## src/rtl/dac_ctrl_pkg.sv

```systemverilog
package dac_ctrl_pkg;
  localparam int CMD_W = 4;

  typedef enum logic [CMD_W-1:0] {
    CMD_NOP      = 4'd0,
    CMD_LD_A     = 4'd1,
    CMD_LD_B     = 4'd2,
    CMD_LD_A_UPD = 4'd3,
    CMD_LD_B_UPD = 4'd4,
    CMD_UPD      = 4'd5,
    CMD_PD_A     = 4'd6,
    CMD_PD_B     = 4'd7,
    CMD_PD_AB    = 4'd8,
    CMD_GPO_SET  = 4'd9,
    CMD_GPO_CLR  = 4'd10
  } dac_cmd_e;

  localparam int NCH = 2;
endpackage

```

## src/rtl/serial_word_rx.sv

```systemverilog
module serial_word_rx #(
  parameter int FRAME_W = 16
) (
  input  logic               clk,
  input  logic               clr_n,
  input  logic               cs_n,
  input  logic               sclk,
  input  logic               sdi,
  output logic [FRAME_W-1:0] word_o,
  output logic               word_vld_o,
  output logic               sdo
);
  localparam int CNT_W = $clog2(FRAME_W + 2);
  localparam logic [CNT_W-1:0] CNT_FULL = CNT_W'(FRAME_W);
  localparam logic [CNT_W-1:0] CNT_OVER = CNT_W'(FRAME_W + 1);

  logic s_sclk, s_cs, s_sdi, p_sclk, p_cs;
  logic [FRAME_W-1:0] shreg;
  logic [CNT_W-1:0]   cnt;
  logic               vld_q;
  logic               sclk_rise, cs_rise, cs_fall;

  assign sclk_rise = s_sclk & ~p_sclk & ~s_cs;
  assign cs_rise   = s_cs & ~p_cs;
  assign cs_fall   = ~s_cs & p_cs;

  always_ff @(posedge clk or negedge clr_n) begin
    if (!clr_n) begin
      s_sclk <= 1'b0;
      s_cs   <= 1'b1;
      s_sdi  <= 1'b0;
      p_sclk <= 1'b0;
      p_cs   <= 1'b1;
    end else begin
      s_sclk <= sclk;
      s_cs   <= cs_n;
      s_sdi  <= sdi;
      p_sclk <= s_sclk;
      p_cs   <= s_cs;
    end
  end

  always_ff @(posedge clk or negedge clr_n) begin
    if (!clr_n) begin
      shreg <= '0;
      cnt   <= '0;
      vld_q <= 1'b0;
    end else begin
      vld_q <= cs_rise && (cnt == CNT_FULL);
      if (cs_rise || cs_fall) begin
        cnt <= '0;
      end else if (sclk_rise && cnt != CNT_OVER) begin
        cnt <= cnt + 1'b1;
      end
      if (sclk_rise) begin
        shreg <= {shreg[FRAME_W-2:0], s_sdi};
      end
    end
  end

  assign word_o     = shreg;
  assign word_vld_o = vld_q;
  assign sdo        = shreg[FRAME_W-1];

  assert_idle_hold_R2: assert property (@(posedge clk) disable iff (!clr_n)
    (s_cs && p_cs) |=> $stable(shreg));
  assert_vld_single_R2: assert property (@(posedge clk) disable iff (!clr_n)
    word_vld_o |=> !word_vld_o);
endmodule

```

## src/rtl/dac_cmd_decode.sv

```systemverilog
module dac_cmd_decode
  import dac_ctrl_pkg::*;
#(
  parameter int DATA_W = 12
) (
  input  logic [CMD_W+DATA_W-1:0] word_i,
  input  logic                    vld_i,
  input  logic                    lock_n_i,
  output logic [NCH-1:0]          ld_o,
  output logic                    upd_o,
  output logic [NCH-1:0]          pd_set_o,
  output logic                    gpo_set_o,
  output logic                    gpo_clr_o
);
  logic [CMD_W-1:0] cmd;
  assign cmd = word_i[CMD_W+DATA_W-1:DATA_W];

  always_comb begin
    ld_o      = '0;
    upd_o     = 1'b0;
    pd_set_o  = '0;
    gpo_set_o = 1'b0;
    gpo_clr_o = 1'b0;
    if (vld_i) begin
      case (cmd)
        CMD_LD_A:     ld_o[0] = 1'b1;
        CMD_LD_B:     ld_o[1] = 1'b1;
        CMD_LD_A_UPD: begin ld_o[0] = 1'b1; upd_o = 1'b1; end
        CMD_LD_B_UPD: begin ld_o[1] = 1'b1; upd_o = 1'b1; end
        CMD_UPD:      upd_o = 1'b1;
        CMD_PD_A:     pd_set_o[0] = lock_n_i;
        CMD_PD_B:     pd_set_o[1] = lock_n_i;
        CMD_PD_AB:    pd_set_o = {NCH{lock_n_i}};
        CMD_GPO_SET:  gpo_set_o = 1'b1;
        CMD_GPO_CLR:  gpo_clr_o = 1'b1;
        default:      ;
      endcase
    end
  end
endmodule

```

## src/rtl/dac_channel.sv

```systemverilog
module dac_channel #(
  parameter int DATA_W = 12
) (
  input  logic              clk,
  input  logic              clr_n,
  input  logic              ld_i,
  input  logic              upd_i,
  input  logic              pd_set_i,
  input  logic [DATA_W-1:0] data_i,
  output logic [DATA_W-1:0] dac_o,
  output logic              pd_o
);
  logic [DATA_W-1:0] in_q, dac_q;
  logic              pd_q;

  always_ff @(posedge clk or negedge clr_n) begin
    if (!clr_n) begin
      in_q  <= '0;
      dac_q <= '0;
      pd_q  <= 1'b0;
    end else begin
      if (ld_i) in_q <= data_i;
      if (upd_i) dac_q <= ld_i ? data_i : in_q;
      if (pd_set_i) pd_q <= 1'b1;
      else if (ld_i) pd_q <= 1'b0;
    end
  end

  assign dac_o = dac_q;
  assign pd_o  = pd_q;

  assert_live_hold_R3: assert property (@(posedge clk) disable iff (!clr_n)
    !upd_i |=> $stable(dac_q));
  assert_stage_keep_R6: assert property (@(posedge clk) disable iff (!clr_n)
    !ld_i |=> $stable(in_q));
endmodule

```

## src/rtl/dac_serial_ctrl.sv

```systemverilog
module dac_serial_ctrl
  import dac_ctrl_pkg::*;
#(
  parameter int DATA_W = 12
) (
  input  logic              clk,
  input  logic              clr_n,
  input  logic              cs_n,
  input  logic              sclk,
  input  logic              sdi,
  input  logic              pd_lock_n,
  output logic              sdo,
  output logic [DATA_W-1:0] code_a,
  output logic [DATA_W-1:0] code_b,
  output logic              pd_a,
  output logic              pd_b,
  output logic              gpo
);
  localparam int FRAME_W = CMD_W + DATA_W;

  logic [FRAME_W-1:0] word;
  logic               word_vld;
  logic [NCH-1:0]     ld, pd_set, pd_vec;
  logic               upd, gpo_set, gpo_clr, gpo_q;
  logic [DATA_W-1:0]  code_vec [NCH];

  serial_word_rx #(.FRAME_W(FRAME_W)) u_rx (
    .clk(clk), .clr_n(clr_n), .cs_n(cs_n), .sclk(sclk), .sdi(sdi),
    .word_o(word), .word_vld_o(word_vld), .sdo(sdo)
  );

  dac_cmd_decode #(.DATA_W(DATA_W)) u_dec (
    .word_i(word), .vld_i(word_vld), .lock_n_i(pd_lock_n),
    .ld_o(ld), .upd_o(upd), .pd_set_o(pd_set),
    .gpo_set_o(gpo_set), .gpo_clr_o(gpo_clr)
  );

  for (genvar i = 0; i < NCH; i++) begin : g_ch
    dac_channel #(.DATA_W(DATA_W)) u_ch (
      .clk(clk), .clr_n(clr_n), .ld_i(ld[i]), .upd_i(upd),
      .pd_set_i(pd_set[i]), .data_i(word[DATA_W-1:0]),
      .dac_o(code_vec[i]), .pd_o(pd_vec[i])
    );
  end

  always_ff @(posedge clk or negedge clr_n) begin
    if (!clr_n)       gpo_q <= 1'b0;
    else if (gpo_set) gpo_q <= 1'b1;
    else if (gpo_clr) gpo_q <= 1'b0;
  end

  assign code_a = code_vec[0];
  assign code_b = code_vec[1];
  assign pd_a   = pd_vec[0];
  assign pd_b   = pd_vec[1];
  assign gpo    = gpo_q;

  assert_code_on_frame_R2: assert property (@(posedge clk) disable iff (!clr_n)
    (code_a != $past(code_a) || code_b != $past(code_b)) |-> $past(word_vld));
  assert_gpo_on_frame_R9: assert property (@(posedge clk) disable iff (!clr_n)
    (gpo != $past(gpo)) |-> $past(word_vld));
  assert_lock_veto_a_R7: assert property (@(posedge clk) disable iff (!clr_n)
    $rose(pd_a) |-> $past(pd_lock_n));
  assert_lock_veto_b_R7: assert property (@(posedge clk) disable iff (!clr_n)
    $rose(pd_b) |-> $past(pd_lock_n));
endmodule

```

## config.mk

```make
export PLATFORM = sky130hd
export DESIGN_NAME = dac_serial_ctrl
export DESIGN_NICKNAME = d
export VERILOG_FILES = /design/src/rtl/dac_ctrl_pkg.sv /design/src/rtl/serial_word_rx.sv /design/src/rtl/dac_cmd_decode.sv /design/src/rtl/dac_channel.sv /design/src/rtl/dac_serial_ctrl.sv
export SDC_FILE = /design/constraint.sdc
export NUM_CORES = 1
export LEC_CHECK = 0
export ABC_CLOCK_PERIOD_IN_PS = 3000
export BUFFER_PORTS_ARGS = -buffer_cell sky130_fd_sc_hd__buf_2
export CAP_MARGIN = 30
export CORE_MARGIN = 1
export CORE_UTILIZATION = 50
export CTS_CLUSTER_DIAMETER = 30
export DETAILED_ROUTE_END_ITERATION = 6
export PLACE_DENSITY = 0.69
export SLEW_MARGIN = 20
export SYNTH_ARGS = -nofsm -noshare
export SYNTH_HDL_FRONTEND = slang
export SYNTH_HIERARCHICAL = 1
export SYNTH_SLANG_ARGS = --single-unit
```

## constraint.sdc

```tcl
create_clock -name clk -period 3 [get_ports clk]
set_clock_uncertainty 0.1 [all_clocks]
set_input_delay 0.9 -clock clk [delete_from_list [all_inputs] [get_ports clk]]
set_output_delay 0.9 -clock clk [all_outputs]
set_load 0.01 [all_outputs]
```

==> run_results.csv, run 1 <==
group,metric,value,unit
synthesis,synthesis.nets,216,
timing,clock.fmax,487.0,MHz
die,die_area,0.006846,mm^2
detailed_routing,drtPass1Iterations,6,
finish,final_common_cell,"dfrtp_1",
detailed_routing,drtIter0Drc,61,
timing,finalCritPeriodShare,68.45,%
timing,slew_headroom,53.43,%
finish,drive_gt1_share,49.80,%
power,vdd_ir_drop_max,0.3450,mV
synthesis,netlist_area,0.003259,mm^2
finish,final_cell_mix,"dfrtp_1, mux2_4, buf_2, mux2_2, clkbuf_8",
timing,rsz0062_at_grt,"no",
cts,cts_sinks,78,
setup_path,start_kind,"flip-flop",
die,pin_count,34,
die,num_rows,29,
placement,dpl.hpwl,3240,um
detailed_routing,drt-total-wl,5065,um
synthesis,ys_seq_area_share,59.96,%
cts,cts_root_buf,"clkbuf_8",
synthesis,synth_cell_types,31,
cts,cts.hold.buffers_added,0,
cts,cts.path.max_buffers,2,
timing,tightest_slew,0.6956,ns
cts,postCtsSetupBuffers,0,
detailed_routing,drcViolationCount,0,
finish,layout.nets,256,
setup_path,endpoint_kind,"flip-flop",
global_routing,gr-usage-met2,25.25,%
synthesis,synth_warnings,6,
global_routing,overflow,0,
global_routing,grtUsageMet3,3.626,%
cts,numCtsBuffers,9,
cts,cts_max_level,3,
run_status,status,"finished, final reports clean",
die,core,0.006314,mm^2
synthesis,syn-instance-count,206,
flow_run,drv_cap,0,
die,initial_utilization,51.63,%
global_routing,grt_pass1_vias,1740,
timing,hold_viol,0,
die,die_width,82.74,um
timing,setup_tns,0,ns
setup_path,cp_max_fo,14,
detailed_routing,ant_nets,0,
global_routing,grt.met1_usage,24.11,%
setup_path,critPathKind,"reg -> reg",
placement,gp_congestion,0.7083,
cts,cts_tree,"done",
timing,whs,0.2886,ns
setup_path,crit_required,3.13,ns
power,p_per_area,574.0,mW/mm^2
synthesis,syn_avg_cell_area,15.82,um^2
setup_path,arrival,2.18,ns
global_routing,grt_first_pass_wirelength,8556,um
global_routing,grt.busiest_layer,"met2",
finish,antenna_cells,0,
detailed_routing,drt-vias-per-instance,5.149,
timing,drv_slew,0,
synthesis,yosys.area.top_type_share,58.35,%
detailed_routing,num_vias,1689,
synthesis,synth_area_leaders,"dfrtp_1, mux2_4, mux2_2, dfstp_2, ha_1",
global_routing,globalRouteTotalUtil,17.44,%
cts,cts_resized,0,
synthesis,synth-seq-cells,78,
global_routing,antenna_found_initial,0,
power,total_leakage_power,1.896,nW
timing,period_needed,2.054,ns
global_routing,grt_max_degree,33,
timing,setup_viol,0,
die,die_h,82.74,um
worst_hold_path,hp-class,"reg -> reg",
detailed_routing,wl_per_cell,15.44,um
finish,area_growth,15.20,%
power,finalPower,2.155,mW
cts,insertion_delay,0.34,ns
synthesis,yosys.area.top_type,"dfrtp_1",
placement,place.port_buffers,33,
cts,clk_pin_slew_worst_paths,0.08,ns
==> cell usage after synthesis <==
library cell and number:
xnor2_1 1, a21o_1 3, and4_1 1, nor3b_2 1, nand3_1 1, or4b_1 1, dfrtp_1 76, dfstp_2 2
nor3_1 1, a21oi_1 3, ha_1 4, a41o_1 1, nand3b_1 3, buf_4 2, a211oi_1 1, clkbuf_1 1
mux2i_1 4, nand2_1 9, nor2b_1 1, nand4b_1 1, mux2_2 28, mux2_4 36, buf_6 4, or3b_1 1
nand4_1 2, o31a_1 1, buf_2 3, nor2_1 1, inv_1 6, nand2b_1 4, nor3b_1 3
==> registers in the layout (all words and copies together), names as in the netlist, 2 cells and up <==
register	flops
g_ch.u_ch/pd_o	2
u_rx/cnt	5
u_rx/word_o	16
g_ch.u_ch/in_q	24
g_ch.u_ch/dac_o	24
==> where the power goes <==
part | total, mW | leakage, nW | switching [mW] | internal, mW
registers | 1.17 | 1.06 | 0.0596 | 1.11
logic | 0.103 | 0.720 | 0.0457 | 0.0574
clock network | 0.883 | 0.113 | 0.386 | 0.497
==> final timing paths <==
path,slack (ns),from,endpoint,cells past startpoint
min in group asynchronous,0.38,clr_n,g_ch[1].u_ch/in_q[7]$_DFF_PN0_,1
worst min register to register,0.29,u_rx/s_cs$_DFF_PN1_,u_rx/p_cs$_DFF_PN1_,0
worst min-delay path,0.29,u_rx/s_cs$_DFF_PN1_,u_rx/p_cs$_DFF_PN1_,0
worst max register to register,0.95,u_rx/word_o[14]$_DFFE_PN0P_,g_ch[0].u_ch/dac_o[11]$_DFFE_PN0P_,4
max in group asynchronous,1.75,clr_n,g_ch[1].u_ch/in_q[9]$_DFF_PN0_,2
worst max-delay path,0.95,u_rx/word_o[14]$_DFFE_PN0P_,g_ch[0].u_ch/dac_o[11]$_DFFE_PN0P_,4
==> worst max-delay path, stage by stage, from the launching register on <==
cell	delay [ns]
dfrtp_1	0.50
nand3b_1	0.25
a21oi_4	0.51
buf_12	0.24
mux2_2	0.35
==> cell type report <==
cell class | count | area [um^2]
tap | 77 | 96.34
multi-input combinational | 112 | 1225
sequential | 78 | 1954
timing repair buffer | 39 | 225.2
clock inverter | 6 | 93.84
inverter | 6 | 22.52
fill | 515 | 2559
clock buffer | 10 | 137.6
==> metal layers <==
layer  share of wire, %  vias to the layer above
met5                  0                        -
met4                2.8                        0
met3                2.7                       12
met2                 45                       34
met1                 49                      840
li1                   -                      803
==> cell families (layout without fill, tap and decap cells) <==
family                   after synthesis  count (layout)  synth area share [%]
adder cells (fa/ha/maj)                4               4                 1.536
AND/OR/NAND/NOR                       30              30                 5.681
AO/OA/AOI/OAI                          9               9                 1.958
buffers and inverters                 16              61                 3.109
XOR/XNOR                               1               1                0.2688
multiplexers                          68              68                 27.49
flip-flops                            78              78                 59.96
==> per-stage QoR <==
step / area (um^2) / std cells / setup slack [ns] / utilization (%)
6_report: 3755 / 328 / 0.9465 / 59.47
5_1_grt: 3755 / 328 / 0.8297 / 59.47
4_1_cts: 3755 / 328 / 0.9364 / 59.47
3_5_place_dp: 3523 / 312 / 0.9590 / 55.81
3_3_place_gp: 3523 / 312 / 0.9908 / 55.81
2_1_floorplan: 3259 / 206 / 0.8468 / -
No activity file was read; power rests on OpenSTA's default activity.
==> run 2: changes to the inputs <==
Settings changed: ABC_CLOCK_PERIOD_IN_PS 3000 to 2100.
Clock period 3 ns to 2.1 ns, I/O delays scaled along.
==> run_results.csv, run 2 (synthesis gave the netlist of run 1 again) <==
group,metric,value,unit
finish,antenna_cells,0,
global_routing,overflow,0,
detailed_routing,wl_per_cell,16.19,um
timing,finalCritPeriodShare,90.99,%
die,initial_utilization,51.63,%
detailed_routing,drtIter0Drc,52,
power,combinationalPowerShare,5.3,%
detailed_routing,drtPass1Iterations,4,
finish,final_core_util,59.61,%
setup_path,start_kind,"flip-flop",
power,seqPwrFrac,57.1,%
placement,place.port_buffers,33,
die,pin_count,34,
setup_path,crit_buf_inv,1,
die,die_h,82.74,um
global_routing,grtUsageMet3,5.275,%
setup_path,critPathKind,"reg -> reg",
finish,final_cell_mix,"dfrtp_1, mux2_4, buf_2, mux2_2",
power,total_leakage_power,1.899,nW
timing,tightest_slew,0.3687,ns
cts,postCtsSetupBuffers,0,
placement,placedCellCount,316,
detailed_routing,drt-vias-per-instance,5.190,
cts,cts_resized,0,
global_routing,globalRouteTotalUtil,18.66,%
timing,drv_slew,0,
detailed_routing,ant_nets,0,
setup_path,arrival,2.04,ns
cts,cts_tree,"done",
setup_path,slowest_stage,"dfrtp_1",
worst_hold_path,hp-class,"in -> async",
global_routing,grt.busiest_layer,"met2",
cts,insertion_delay,0.34,ns
global_routing,grt.met1_usage,23.98,%
detailed_routing,drt-total-wl,5374,um
cts,cts_root_buf,"clkbuf_8",
power,vdd_ir_drop_max,0.4890,mV
die,die_area,0.006846,mm^2
placement,dpl.hpwl,3558,um
setup_path,crit_required,2.23,ns
cts,cts_sinks,78,
global_routing,grt_pass1_vias,1815,
finish,area_growth,15.47,%
finish,layout.nets,260,
cts,cts.path.max_buffers,2,
timing,setup_tns,0,ns
setup_path,critical_path.top_delay_family,"multiplexers",
finish,fill_cells,510,
global_routing,grt_max_degree,29,
setup_path,crit_chain,"nand2b_1, nor3b_2, buf_4, mux2_2, mux2_2",
die,core,0.006314,mm^2
finish,drive_gt1_share,50.20,%
timing,clock.fmax,523.3,MHz
run_status,status,"finished, final reports clean",
detailed_routing,num_vias,1723,
power,power.internal,2.228,mW
finish,fin_cells,332,
die,num_rows,29,
placement,dp_slack,0.2084,ns
timing,period_needed,1.911,ns
timing,fin_ws,0.1892,ns
global_routing,gr-usage-met2,29.84,%
timing,rsz0062_at_grt,"no",
die,die_width,82.74,um
flow_run,drv_cap,0,
cts,cts_max_level,3,
global_routing,grt_first_pass_wirelength,8983,um
power,p_clk_share,37.6,%
cts,cts.hold.buffers_added,0,
power,finalPower,2.940,mW
setup_path,cp_max_fo,6,
placement,gp_congestion,0.7542,
power,switchingPower,0.7116,mW
setup_path,endpoint_kind,"flip-flop",
timing,setup_viol,0,
finish,final_common_cell,"dfrtp_1",
setup_path,cpMostUsedCell,"mux2_2",
timing,slew_headroom,75.42,%
power,p_per_area,781.1,mW/mm^2
setup_path,critical-path-max-stage-delay,0.38,ns
detailed_routing,drcViolationCount,0,
power,swShare,24.21,%
global_routing,antenna_found_initial,0,
cts,clk_pin_slew_worst_paths,0.08,ns
cts,numCtsBuffers,9,
timing,hold_viol,0,
-- run 2: changes by cell type in the layout (fill, tap and decap cells not counted) --
cell,change
buf_4,+3
buf_12,+1
bufinv_16,-1
clkbuf_8,-1
clkinvlp_4,+2
clkbuf_1,+1
clkinv_4,-2
inv_6,+1
-- run 2: metal layers --
| layer | part of all wire [%] | wire [um] | up-vias |
|---|---|---|---|
| li1 | - | - | 805 |
| met1 | 47 | 2504 | 888 |
| met2 | 50 | 2664 | 26 |
| met3 | 2.8 | 150 | 4 |
| met4 | 1.0 | 55 | 0 |
| met5 | 0 | 0 | - |
-- run 2: worst register-to-register path: stages (launching register included) --
cell      delay [ns]
dfrtp_1         0.38
nand2b_1        0.23
nor3b_2         0.25
buf_4           0.23
mux2_2          0.36
mux2_2          0.26
-- run 2: through the flow --
stage                     cell area [um^2]  hold slack, ns
after floorplan                       3269          0.2344
after global placement                3566          0.2609
after detailed placement              3566          0.2584
after CTS                             3764         0.09497
after global routing                  3764          0.1006
final                                 3764         0.09956
-- run 2: area by class of cell --
cell class	instances	area [um^2]	area share, %
Clock buffer	10	127.6	3.391
Clock inverter	6	70.07	1.862
Inverter	6	22.52	0.5984
Multi-Input combinational cell	112	1225	32.55
Sequential cell	78	1954	51.93
Tap cell	77	96.34	2.560
Timing Repair Buffer	43	267.8	7.114
-- run 2: power groups by stage --
stage                     sequential [mW]  clock (mW)  combinational [mW]
after detailed placement             1.71           0               0.158
final                                1.68        1.11               0.155
after floorplan                      1.67           0               0.102
after global routing                 1.70        1.21               0.176
after global placement               1.71           0               0.149
after CTS                            1.68        1.15               0.159
-- run 2: final timing paths --
path	slack, ns	to	cells after the start	start
max reg2reg	0.19	g_ch[0].u_ch/dac_o[11]$_DFFE_PN0P_	5	u_rx/word_o[15]$_DFFE_PN0P_
min in group clk	0.27	u_rx/p_sclk$_DFF_PN0_	0	u_rx/s_sclk$_DFF_PN0_
max in group asynchronous	1.28	g_ch[0].u_ch/dac_o[10]$_DFFE_PN0P_	2	clr_n
min reg2reg	0.27	u_rx/p_sclk$_DFF_PN0_	0	u_rx/s_sclk$_DFF_PN0_
min	0.1	g_ch[0].u_ch/in_q[1]$_DFF_PN0_	1	clr_n
max	0.19	g_ch[0].u_ch/dac_o[11]$_DFFE_PN0P_	5	u_rx/word_o[15]$_DFFE_PN0P_
